## config.mk

```make
export PLATFORM = sky130hd
export DESIGN_NAME = prefetch_queue
export DESIGN_NICKNAME = d
export VERILOG_FILES = /design/src/rtl/pfq_pkg.sv /design/src/rtl/pfq_datapath.sv /design/src/rtl/pfq_control.sv /design/src/rtl/prefetch_queue.sv
export SDC_FILE = /design/constraint.sdc
export NUM_CORES = 1
export LEC_CHECK = 0
export CAP_MARGIN = 10
export CORE_MARGIN = 5
export CORE_UTILIZATION = 50
export CTS_CLUSTER_DIAMETER = 50
export DETAILED_ROUTE_END_ITERATION = 7
export PLACE_DENSITY = 0.74
export SLEW_MARGIN = 10
export SYNTH_ARGS = -nofsm -noshare
export SYNTH_HDL_FRONTEND = slang
export SYNTH_HIERARCHICAL = 1
export SYNTH_SLANG_ARGS = --single-unit
```

## constraint.sdc

```tcl
create_clock -name clk -period 4.1 [get_ports clk]
set_clock_uncertainty 0.15 [all_clocks]
set_input_delay 1.23 -clock clk [delete_from_list [all_inputs] [get_ports clk]]
set_output_delay 1.23 -clock clk [all_outputs]
set_load 0.01 [all_outputs]
```

## src/rtl/pfq_pkg.sv

```systemverilog
`timescale 1ns/1ps
package pfq_pkg;

  // strobes from control to datapath
  typedef struct packed {
    logic flush;   // empty queue, load branch target
    logic issue;   // latch a new fetch request
    logic accept;  // write returned bytes into the queue
    logic pop;     // consumer took the head byte
  } pfq_strobe_t;

  localparam logic [1:0] QS_NONE  = 2'b00;
  localparam logic [1:0] QS_FIRST = 2'b01;
  localparam logic [1:0] QS_FLUSH = 2'b10;
  localparam logic [1:0] QS_NEXT  = 2'b11;

endpackage

```

## src/rtl/pfq_datapath.sv

```systemverilog
`timescale 1ns/1ps
module pfq_datapath
  import pfq_pkg::*;
#(
  parameter int DEPTH  = 6,
  parameter int SEG_W  = 16,
  parameter int OFF_W  = 16,
  parameter int ADDR_W = 20,
  parameter int BYTE_W = 8,
  localparam int CNT_W = $clog2(DEPTH + 1),
  localparam int PTR_W = $clog2(DEPTH),
  localparam int SHIFT = ADDR_W - SEG_W
) (
  input  logic                clk,
  input  logic                rst_n,
  input  pfq_strobe_t         strb,
  input  logic [SEG_W-1:0]    branchSeg,
  input  logic [OFF_W-1:0]    branchOff,
  input  logic [2*BYTE_W-1:0] fetchData,
  output logic [CNT_W-1:0]    cnt,
  output logic [BYTE_W-1:0]   byteData,
  output logic [ADDR_W-1:0]   fetchAddr,
  output logic                fetchWord
);

  logic [SEG_W-1:0]  segReg;
  logic [OFF_W-1:0]  offReg;
  logic [ADDR_W-1:0] addrReg;
  logic              wordReg;
  logic [PTR_W-1:0]  rdPtr, wrPtr, wrPtr1;
  logic [BYTE_W-1:0] slot [DEPTH];
  logic [ADDR_W-1:0] physAddr;
  logic [BYTE_W-1:0] lowByte, highByte;
  logic [CNT_W-1:0]  nBytes;

  function automatic logic [PTR_W-1:0] ptrInc(input logic [PTR_W-1:0] p);
    return (p == PTR_W'(DEPTH - 1)) ? '0 : p + 1'b1;
  endfunction

  assign physAddr = {segReg, {SHIFT{1'b0}}} + ADDR_W'(offReg);
  assign wrPtr1   = ptrInc(wrPtr);
  // odd-address bytes travel on the upper lane
  assign lowByte  = wordReg ? fetchData[BYTE_W-1:0] : fetchData[2*BYTE_W-1:BYTE_W];
  assign highByte = fetchData[2*BYTE_W-1:BYTE_W];
  assign nBytes   = wordReg ? CNT_W'(2) : CNT_W'(1);

  always_ff @(posedge clk) begin
    if (strb.accept) begin
      for (int i = 0; i < DEPTH; i++) begin
        if (wrPtr == PTR_W'(i))
          slot[i] <= lowByte;
        else if (wordReg && wrPtr1 == PTR_W'(i))
          slot[i] <= highByte;
      end
    end
  end

  always_ff @(posedge clk) begin
    if (!rst_n) begin
      segReg  <= '0;
      offReg  <= '0;
      addrReg <= '0;
      wordReg <= 1'b0;
      rdPtr   <= '0;
      wrPtr   <= '0;
      cnt     <= '0;
    end else if (strb.flush) begin
      segReg <= branchSeg;
      offReg <= branchOff;
      rdPtr  <= '0;
      wrPtr  <= '0;
      cnt    <= '0;
    end else begin
      if (strb.issue) begin
        addrReg <= physAddr;
        wordReg <= ~offReg[0];
      end
      if (strb.accept) begin
        wrPtr  <= wordReg ? ptrInc(wrPtr1) : wrPtr1;
        offReg <= offReg + OFF_W'(nBytes);
      end
      if (strb.pop)
        rdPtr <= ptrInc(rdPtr);
      cnt <= cnt + (strb.accept ? nBytes : CNT_W'(0)) - CNT_W'(strb.pop);
    end
  end

  assign byteData  = slot[rdPtr];
  assign fetchAddr = addrReg;
  assign fetchWord = wordReg;


  cap_bound_chk: assert property (@(posedge clk) disable iff (!rst_n)
    cnt <= CNT_W'(DEPTH));


  fetch_align_chk: assert property (@(posedge clk) disable iff (!rst_n)
    strb.issue |=> (fetchWord == ~fetchAddr[0]));

endmodule

```

## src/rtl/pfq_control.sv

```systemverilog
`timescale 1ns/1ps
module pfq_control
  import pfq_pkg::*;
#(
  parameter int DEPTH = 6,
  localparam int CNT_W = $clog2(DEPTH + 1)
) (
  input  logic             clk,
  input  logic             rst_n,
  input  logic             branchLoad,
  input  logic             operandReq,
  input  logic             fetchAck,
  input  logic             byteReady,
  input  logic             firstByte,
  input  logic [CNT_W-1:0] cnt,
  output pfq_strobe_t      strb,
  output logic             fetchReq,
  output logic             operandGo,
  output logic             byteValid,
  output logic [1:0]       queueStatus
);

  logic busy;      // fetch outstanding on the bus
  logic dropFlag;  // outstanding fetch belongs to a flushed stream
  logic roomOk;

  assign roomOk      = cnt <= CNT_W'(DEPTH - 2);
  assign byteValid   = cnt != '0;
  assign strb.flush  = branchLoad;
  assign strb.issue  = !busy && roomOk && !operandReq && !branchLoad;
  assign strb.accept = busy && fetchAck && !dropFlag && !branchLoad;
  assign strb.pop    = byteValid && byteReady && !branchLoad;
  assign fetchReq    = busy;
  assign operandGo   = operandReq && !busy;

  always_ff @(posedge clk) begin
    if (!rst_n) begin
      busy        <= 1'b0;
      dropFlag    <= 1'b0;
      queueStatus <= QS_NONE;
    end else begin
      if (strb.issue)
        busy <= 1'b1;
      else if (fetchAck)
        busy <= 1'b0;

      if (busy && fetchAck)
        dropFlag <= 1'b0;
      else if (busy && branchLoad)
        dropFlag <= 1'b1;

      if (branchLoad)
        queueStatus <= QS_FLUSH;
      else if (strb.pop)
        queueStatus <= firstByte ? QS_FIRST : QS_NEXT;
      else
        queueStatus <= QS_NONE;
    end
  end


  fetch_room_chk: assert property (@(posedge clk) disable iff (!rst_n)
    $rose(fetchReq) |-> ($past(cnt) <= CNT_W'(DEPTH - 2)) && !$past(operandReq));


  fetch_hold_chk: assert property (@(posedge clk) disable iff (!rst_n)
    fetchReq && !fetchAck |=> fetchReq);


  status_pop_chk: assert property (@(posedge clk) disable iff (!rst_n)
    byteValid && byteReady && !branchLoad |=> queueStatus[0]);

endmodule

```

## src/rtl/prefetch_queue.sv

```systemverilog
`timescale 1ns/1ps
module prefetch_queue
  import pfq_pkg::*;
#(
  parameter int DEPTH  = 6,
  parameter int SEG_W  = 16,
  parameter int OFF_W  = 16,
  parameter int ADDR_W = 20,
  parameter int BYTE_W = 8,
  localparam int CNT_W = $clog2(DEPTH + 1)
) (
  input  logic                clk,
  input  logic                rst_n,
  input  logic                branchLoad,
  input  logic [SEG_W-1:0]    branchSeg,
  input  logic [OFF_W-1:0]    branchOff,
  input  logic                operandReq,
  output logic                operandGo,
  output logic                fetchReq,
  output logic [ADDR_W-1:0]   fetchAddr,
  output logic                fetchWord,
  input  logic                fetchAck,
  input  logic [2*BYTE_W-1:0] fetchData,
  output logic                byteValid,
  output logic [BYTE_W-1:0]   byteData,
  input  logic                byteReady,
  input  logic                firstByte,
  output logic [1:0]          queueStatus
);

  pfq_strobe_t      strb;
  logic [CNT_W-1:0] cnt;

  pfq_control #(.DEPTH(DEPTH)) ctrl_i (
    .clk, .rst_n, .branchLoad, .operandReq, .fetchAck, .byteReady,
    .firstByte, .cnt, .strb, .fetchReq, .operandGo, .byteValid, .queueStatus
  );

  pfq_datapath #(
    .DEPTH(DEPTH), .SEG_W(SEG_W), .OFF_W(OFF_W),
    .ADDR_W(ADDR_W), .BYTE_W(BYTE_W)
  ) dp_i (
    .clk, .rst_n, .strb, .branchSeg, .branchOff, .fetchData,
    .cnt, .byteData, .fetchAddr, .fetchWord
  );


  addr_stable_chk: assert property (@(posedge clk) disable iff (!rst_n)
    fetchReq && !fetchAck |=> $stable(fetchAddr));


  flush_empty_chk: assert property (@(posedge clk) disable iff (!rst_n)
    branchLoad |=> !byteValid && (queueStatus == QS_FLUSH));

endmodule

```

* Yosys cells after proc, flatten, opt, wreduce, memory -nomap -nowiden *
Memory sizes are Yosys's and may differ from the RTL's. A register that Yosys moved wholly into a read port is not among the register bits.
Cells that the tools add are included.

word-level totals
  memories kept = 1
  bits in writable memories = 48
  bits in latches = 0
  bits in read-only memories = 0
  input bits = 55
  word-level logic and storage cells = 150
  register bits = 66
  output and inout port bits = 34

cells by class
  reduce and logical (&&, ||, !) cells = 33
  div/mod/pow operators = 0
  magnitude comparators = 1
  mux-type cells = 76
  multiply operators = 0
  add/subtract/negate cells = 7
  equal/unequal tests = 11
  bitwise logic cells = 10
  shift-type cells = 0

memory list
  name       depth  width  read ports  clocked after Yosys merged registers in  write ports  RTL line            source
  dp_i.slot  6      8      1           1                                        2            pfq_datapath.sv:31  logic [BYTE_W-1:0] slot [DEPTH];

operators by type and width
  operator                                               count
  2-to-1 mux 8 bit                                       11
  2-to-1 mux 1 bit                                       48
  2-to-1 mux 3 bit                                       11
  2-to-1 mux 16 bit                                      2
  OR reduction 8 bit                                     4
  adder 20 x 16 -> 20 bit                                1
  adder 16 x 3 -> 16 bit                                 1
  logical AND 1 bit                                      16
  equality test 3 bit, second input constant             5
  equality test 3 x 2 -> 1 bit, second input constant    4
  adder 3 x 1 -> 3 bit, second input constant            3
  2-to-1 mux 2 bit                                       4
  equality test 3 x 1 -> 1 bit, second input constant    2
  logical NOT 3 bit                                      2
  bitwise OR 1 bit                                       6
  logical NOT 1 bit                                      4
  NOT 1 bit                                              4
  nonzero test 2 bit                                     2
  OR reduction 2 bit                                     2
  adder 3 bit                                            1
  less-or-equal comparator 3 bit, second input constant  1
  nonzero test 3 bit                                     1
  OR reduction 3 bit                                     1
  subtractor 3 x 1 -> 3 bit                              1
  AND reduction 2 bit                                    1

* Longest topological paths before layout *
  depth after elaboration = 12
  gate-level depth with buffers = 13

* Modules after synthesis *
The synthesis kept the hierarchy.

modules (own cells, without submodules)
  module        sequential area each (um^2)  times used  cells an instance  area each (um^2)
  pfq_datapath  2742.6                       1           566                5972.0
  pfq_control   80.1                         1           21                 197.7

* Worst setup path after synthesis *
OpenSTA, ideal clock, no wires.

  path kind = input-to-reg
  from = input fetchAck
  to = register dp_i.cnt[2]
  data arrival time = 3.344 ns
  path slack = 0.484 ns
  path buffers = 1
  library setup time = 0.123 ns
  cell stages on the path = 13
  required time = 3.827 ns
  cell sequence = nand2_1 nor3_1 buf_2 clkinv_1 nor2_1 inv_1 ha_1 inv_1 ha_1 fa_1 xor2_1 xnor2_1 nor2_1

RTL lines
  element                 RTL line              source
  start: declaration      prefetch_queue.sv:22  input logic fetchAck,
  end signal: assignment  pfq_datapath.sv:84    cnt <= cnt + (strb.accept ? nBytes : CNT_W'(0)) - CNT_W'(strb.pop);
  end: declaration        pfq_datapath.sv:20    output logic [CNT_W-1:0] cnt,

* Worst setup path after layout *
  from = input operandReq
  to = output operandGo

between the ends
  longest elaborated chain between the ends = 1

ends and longest elaborated chain
  element             RTL line              source
  start: declaration  prefetch_queue.sv:17  input logic operandReq,
  logical AND 1 bit   pfq_control.sv:34     assign operandGo = operandReq && !busy;
  end: declaration    prefetch_queue.sv:18  output logic operandGo,

Every way passes these cells.

==> flow_metrics.py <==
metrics = {
    "setup_path": {
        "cp_slowest_stage_delay_ns": 0.52,
        "critical_path.most_common_cell": "clkdlybuf4s50_1",
        "cp.required_ns": 2.72,
        "worstPathMaxFanout": 3,
        "endpoint_kind": "output pin",
        "slowest_stage": "clkdlybuf4s50_1",
        "crit_arrival_ns": 2.38,
        "start_kind": "input port",
        "path_class": "input port to output pin",
        "worstPathCellList": "clkdlybuf4s50_1, and2b_1, clkdlybuf4s50_1",
    },
    "place": {
        "dp_hpwl_um": 10800,
        "placed_area_sq_mm": 0.00730,
        "io_buffer_count": 88,
        "gp_congestion": 0.858,
        "dp_slack_ns": 0.172,
        "dp.cells": 836,
    },
    "yosys": {
        "syn_area_sq_mm": 0.00617,
        "yosys.cell_types.count": 61,
        "ys_warn_count": 6,
        "yosys.area_share.simple_pct": 16.1,
        "syn_nets": 664,
        "synthXorXnorAreaFrac_pct": 2.98,
        "synth_top_family_by_area": "multiplexers",
        "synth_compound_area_share_pct": 11.2,
        "synthCells": 587,
        "synth_area_per_cell_sq_um": 10.5,
        "synth_edf_count": 48,
        "ys_seq_area_share_pct": 45.8,
        "synth_adder_area_share_pct": 4.83,
        "synthArstFlopShare_pct": 0,
        "synth_top_area_cell": "edfxtp_1",
        "yosys.area.top_type_share_pct": 23.4,
        "synth_area_leaders": "edfxtp_1 (23%), dfxtp_1 (22%), mux2_2 (8.9%), mux2i_1 (4.4%), ha_1 (3.9%)",
        "synthMuxAreaShare_pct": 16.2,
        "ys_ff_latch": 117,
        "synth_flop_cell": "dfxtp_1",
    },
    "timing": {
        "period_share_pct": 91.6,
        "slew_viol_final": 0,
        "setup_tns_ns": 0,
        "hold_viol": 0,
        "setup_slack_ns": 0.345,
        "min_period_ns": 3.76,
        "setup_violations": 0,
        "max_freq_mhz": 266,
        "timing_worst_slew_pin_value_ns": 0.576,
        "maxSlewHeadroom_pct": 61.5,
        "grt_setup_unrepaired": "no",
    },
    "die": {
        "design.die.area_sq_mm": 0.0147,
        "core_sq_mm": 0.0121,
        "num_rows": 40,
        "die_h_um": 121,
        "ios": 89,
        "die_w_um": 121,
        "start_util_pct": 51.2,
    },
    "cts": {
        "clock_sinks": 117,
        "cts_tree": "done",
        "clk_pin_slew_ns": 0.05,
        "clk_latency_ns": 0.41,
        "htreeDepth": 4,
        "cts_buffer_depth": 2,
        "cts_buffers": 17,
        "cts_hold_buf": 0,
        "cts_root_buffer": "clkbuf_16",
        "post_cts_resized": 0,
        "postCtsSetupBuffers": 0,
    },
    "drt": {
        "wl_per_cell_um": 17.6,
        "via_per_inst": 5.54,
        "drc": 0,
        "wl_um": 15300,
        "vias": 4797,
        "drtAntennaViolNets": 0,
        "firstDrtPassIters": 4,
        "first_iter_violations": 381,
    },
    "pwr": {
        "power_mw": 2.80,
        "power_frac_seq_pct": 45.6,
        "combPwrFrac_pct": 10.9,
        "p_clk_share_pct": 43.5,
        "internal_power_mw": 2.16,
        "switching_share_pct": 23.0,
        "leakagePower_nw": 2.88,
        "power.density_mw_per_mm2": 360,
        "switchingPower_uw": 644,
        "ir_worst_vdd_mv": 0.227,
    },
    "global_routing": {
        "grtUsageTotal_pct": 21.5,
        "antenna_found_initial": 0,
        "grt_pass1_vias": 4982,
        "grt_max_degree": 47,
        "grt_pass1_wl_um": 24700,
        "gr-total-overflow": 0,
    },
    "layout": {
        "stdcell_count": 866,
        "drive_gt1_share_pct": 15.6,
        "fin_nets": 764,
        "final_cell_mix": "clkdlybuf4s50_1 (86), dfxtp_1 (69), mux2_2 (49)",
        "final_common_cell": "clkdlybuf4s50_1",
        "design_area_sq_mm": 0.00778,
        "syn2layout_area_growth_pct": 26.1,
        "antennaDiodeCount": 0,
    },
    "job": {
        "drv_cap": 0,
    },
    "min_path": {
        "hold_path_class": "register to register",
    },
    "outcome": {
        "outcome": "finished, final reports clean",
    },
}
## sequential cells by signal, summed over array words and instances (netlist names), named ones only
signal / count
dp_i/rdPtr: 3
ctrl_i/queueStatus: 2
dp_i/fetchWord: 1
ctrl_i/fetchReq: 1
dp_i/fetchAddr: 20
dp_i/wrPtr: 3
dp_i/offReg: 16
dp_i/slot: 48
ctrl_i/dropFlag: 1
dp_i/cnt: 3
dp_i/segReg: 16
## kinds of logic (layout without fill, tap and decap cells)
logic type,count (synthesis),after routing
and+or+nand+nor,192,192
DFF,117,117
AOI/OAI and AO/OA,106,106
muxes,84,84
buffers and inverters,45,156
adders and majority gates,22,22
xor gates and xnor gates,21,21
## final cells by class
cell class / instances / area, sq um
fill: 989 / 4280
multi-input combinational: 425 / 3170
sequential: 117 / 2820
timing repair buffer: 109 / 1030
clock buffer: 21 / 440
tap: 168 / 210
inverter: 17 / 63.8
clock inverter: 9 / 40.0
## critical path: cells and delay by family
| family | cells | cell delay, ns |
|---|---|---|
| simple gates | 1 | 0.13 |
| buf+inv | 2 | 1.01 |
## synth_stat cells, types with 4 or more instances
cell type,number
dfxtp_1,69
a211oi_1,7
nand3_1,20
nor3b_1,4
ha_1,19
mux4_2,8
nor2_1,38
nand4_1,6
nand2_1,46
a21boi_0,10
inv_1,15
mux2i_1,27
o211a_1,6
nor4b_1,4
nor3_1,11
mux2_2,49
xnor2_1,13
edfxtp_1,48
nor2b_1,22
a21oi_1,23
clkbuf_1,22
a21o_1,6
and2_1,11
xor2_1,8
nand2b_1,8
o21ai_0,27
o21ai_1,5
## metal layers
| metal | global-route usage, % | wire length, um |
|---|---|---|
| met1 | 23.5 | 5990 |
| met2 | 38.7 | 8120 |
| met3 | 6.39 | 840 |
| met4 | 8.78 | 321 |
| met5 | 0 | 0 |
## per-stage QoR
step,util [%],hold WS (ns)
after global placement,60.5,0.300
final,64.5,0.324
after CTS,64.5,0.325
after detailed placement,60.5,0.315
after global routing,64.5,0.342
after floorplan,-,0.317
## power groups by stage
stage	combinational [mW]	sequential, mW	clock, mW
floorplan	0.174	1.29	0
global placement	0.292	1.30	0
detailed placement	0.302	1.30	0
CTS	0.305	1.28	1.24
global route	0.334	1.28	1.29
finish	0.306	1.28	1.22
## final timing paths
| kind | startpoint | endpoint | slack, ns | depth (start not counted) |
|---|---|---|---|---|
| hold reg to reg | dp_i/fetchAddr[0] | dp_i/fetchAddr[0] | 0.32 | 2 |
| setup / recovery | operandReq | operandGo | 0.34 | 3 |
| hold / removal | dp_i/fetchAddr[0] | dp_i/fetchAddr[0] | 0.32 | 2 |
| setup reg to reg | dp_i/offReg[4] | dp_i/fetchAddr[12] | 1.44 | 7 |
(Power assumes the default switching activity.)
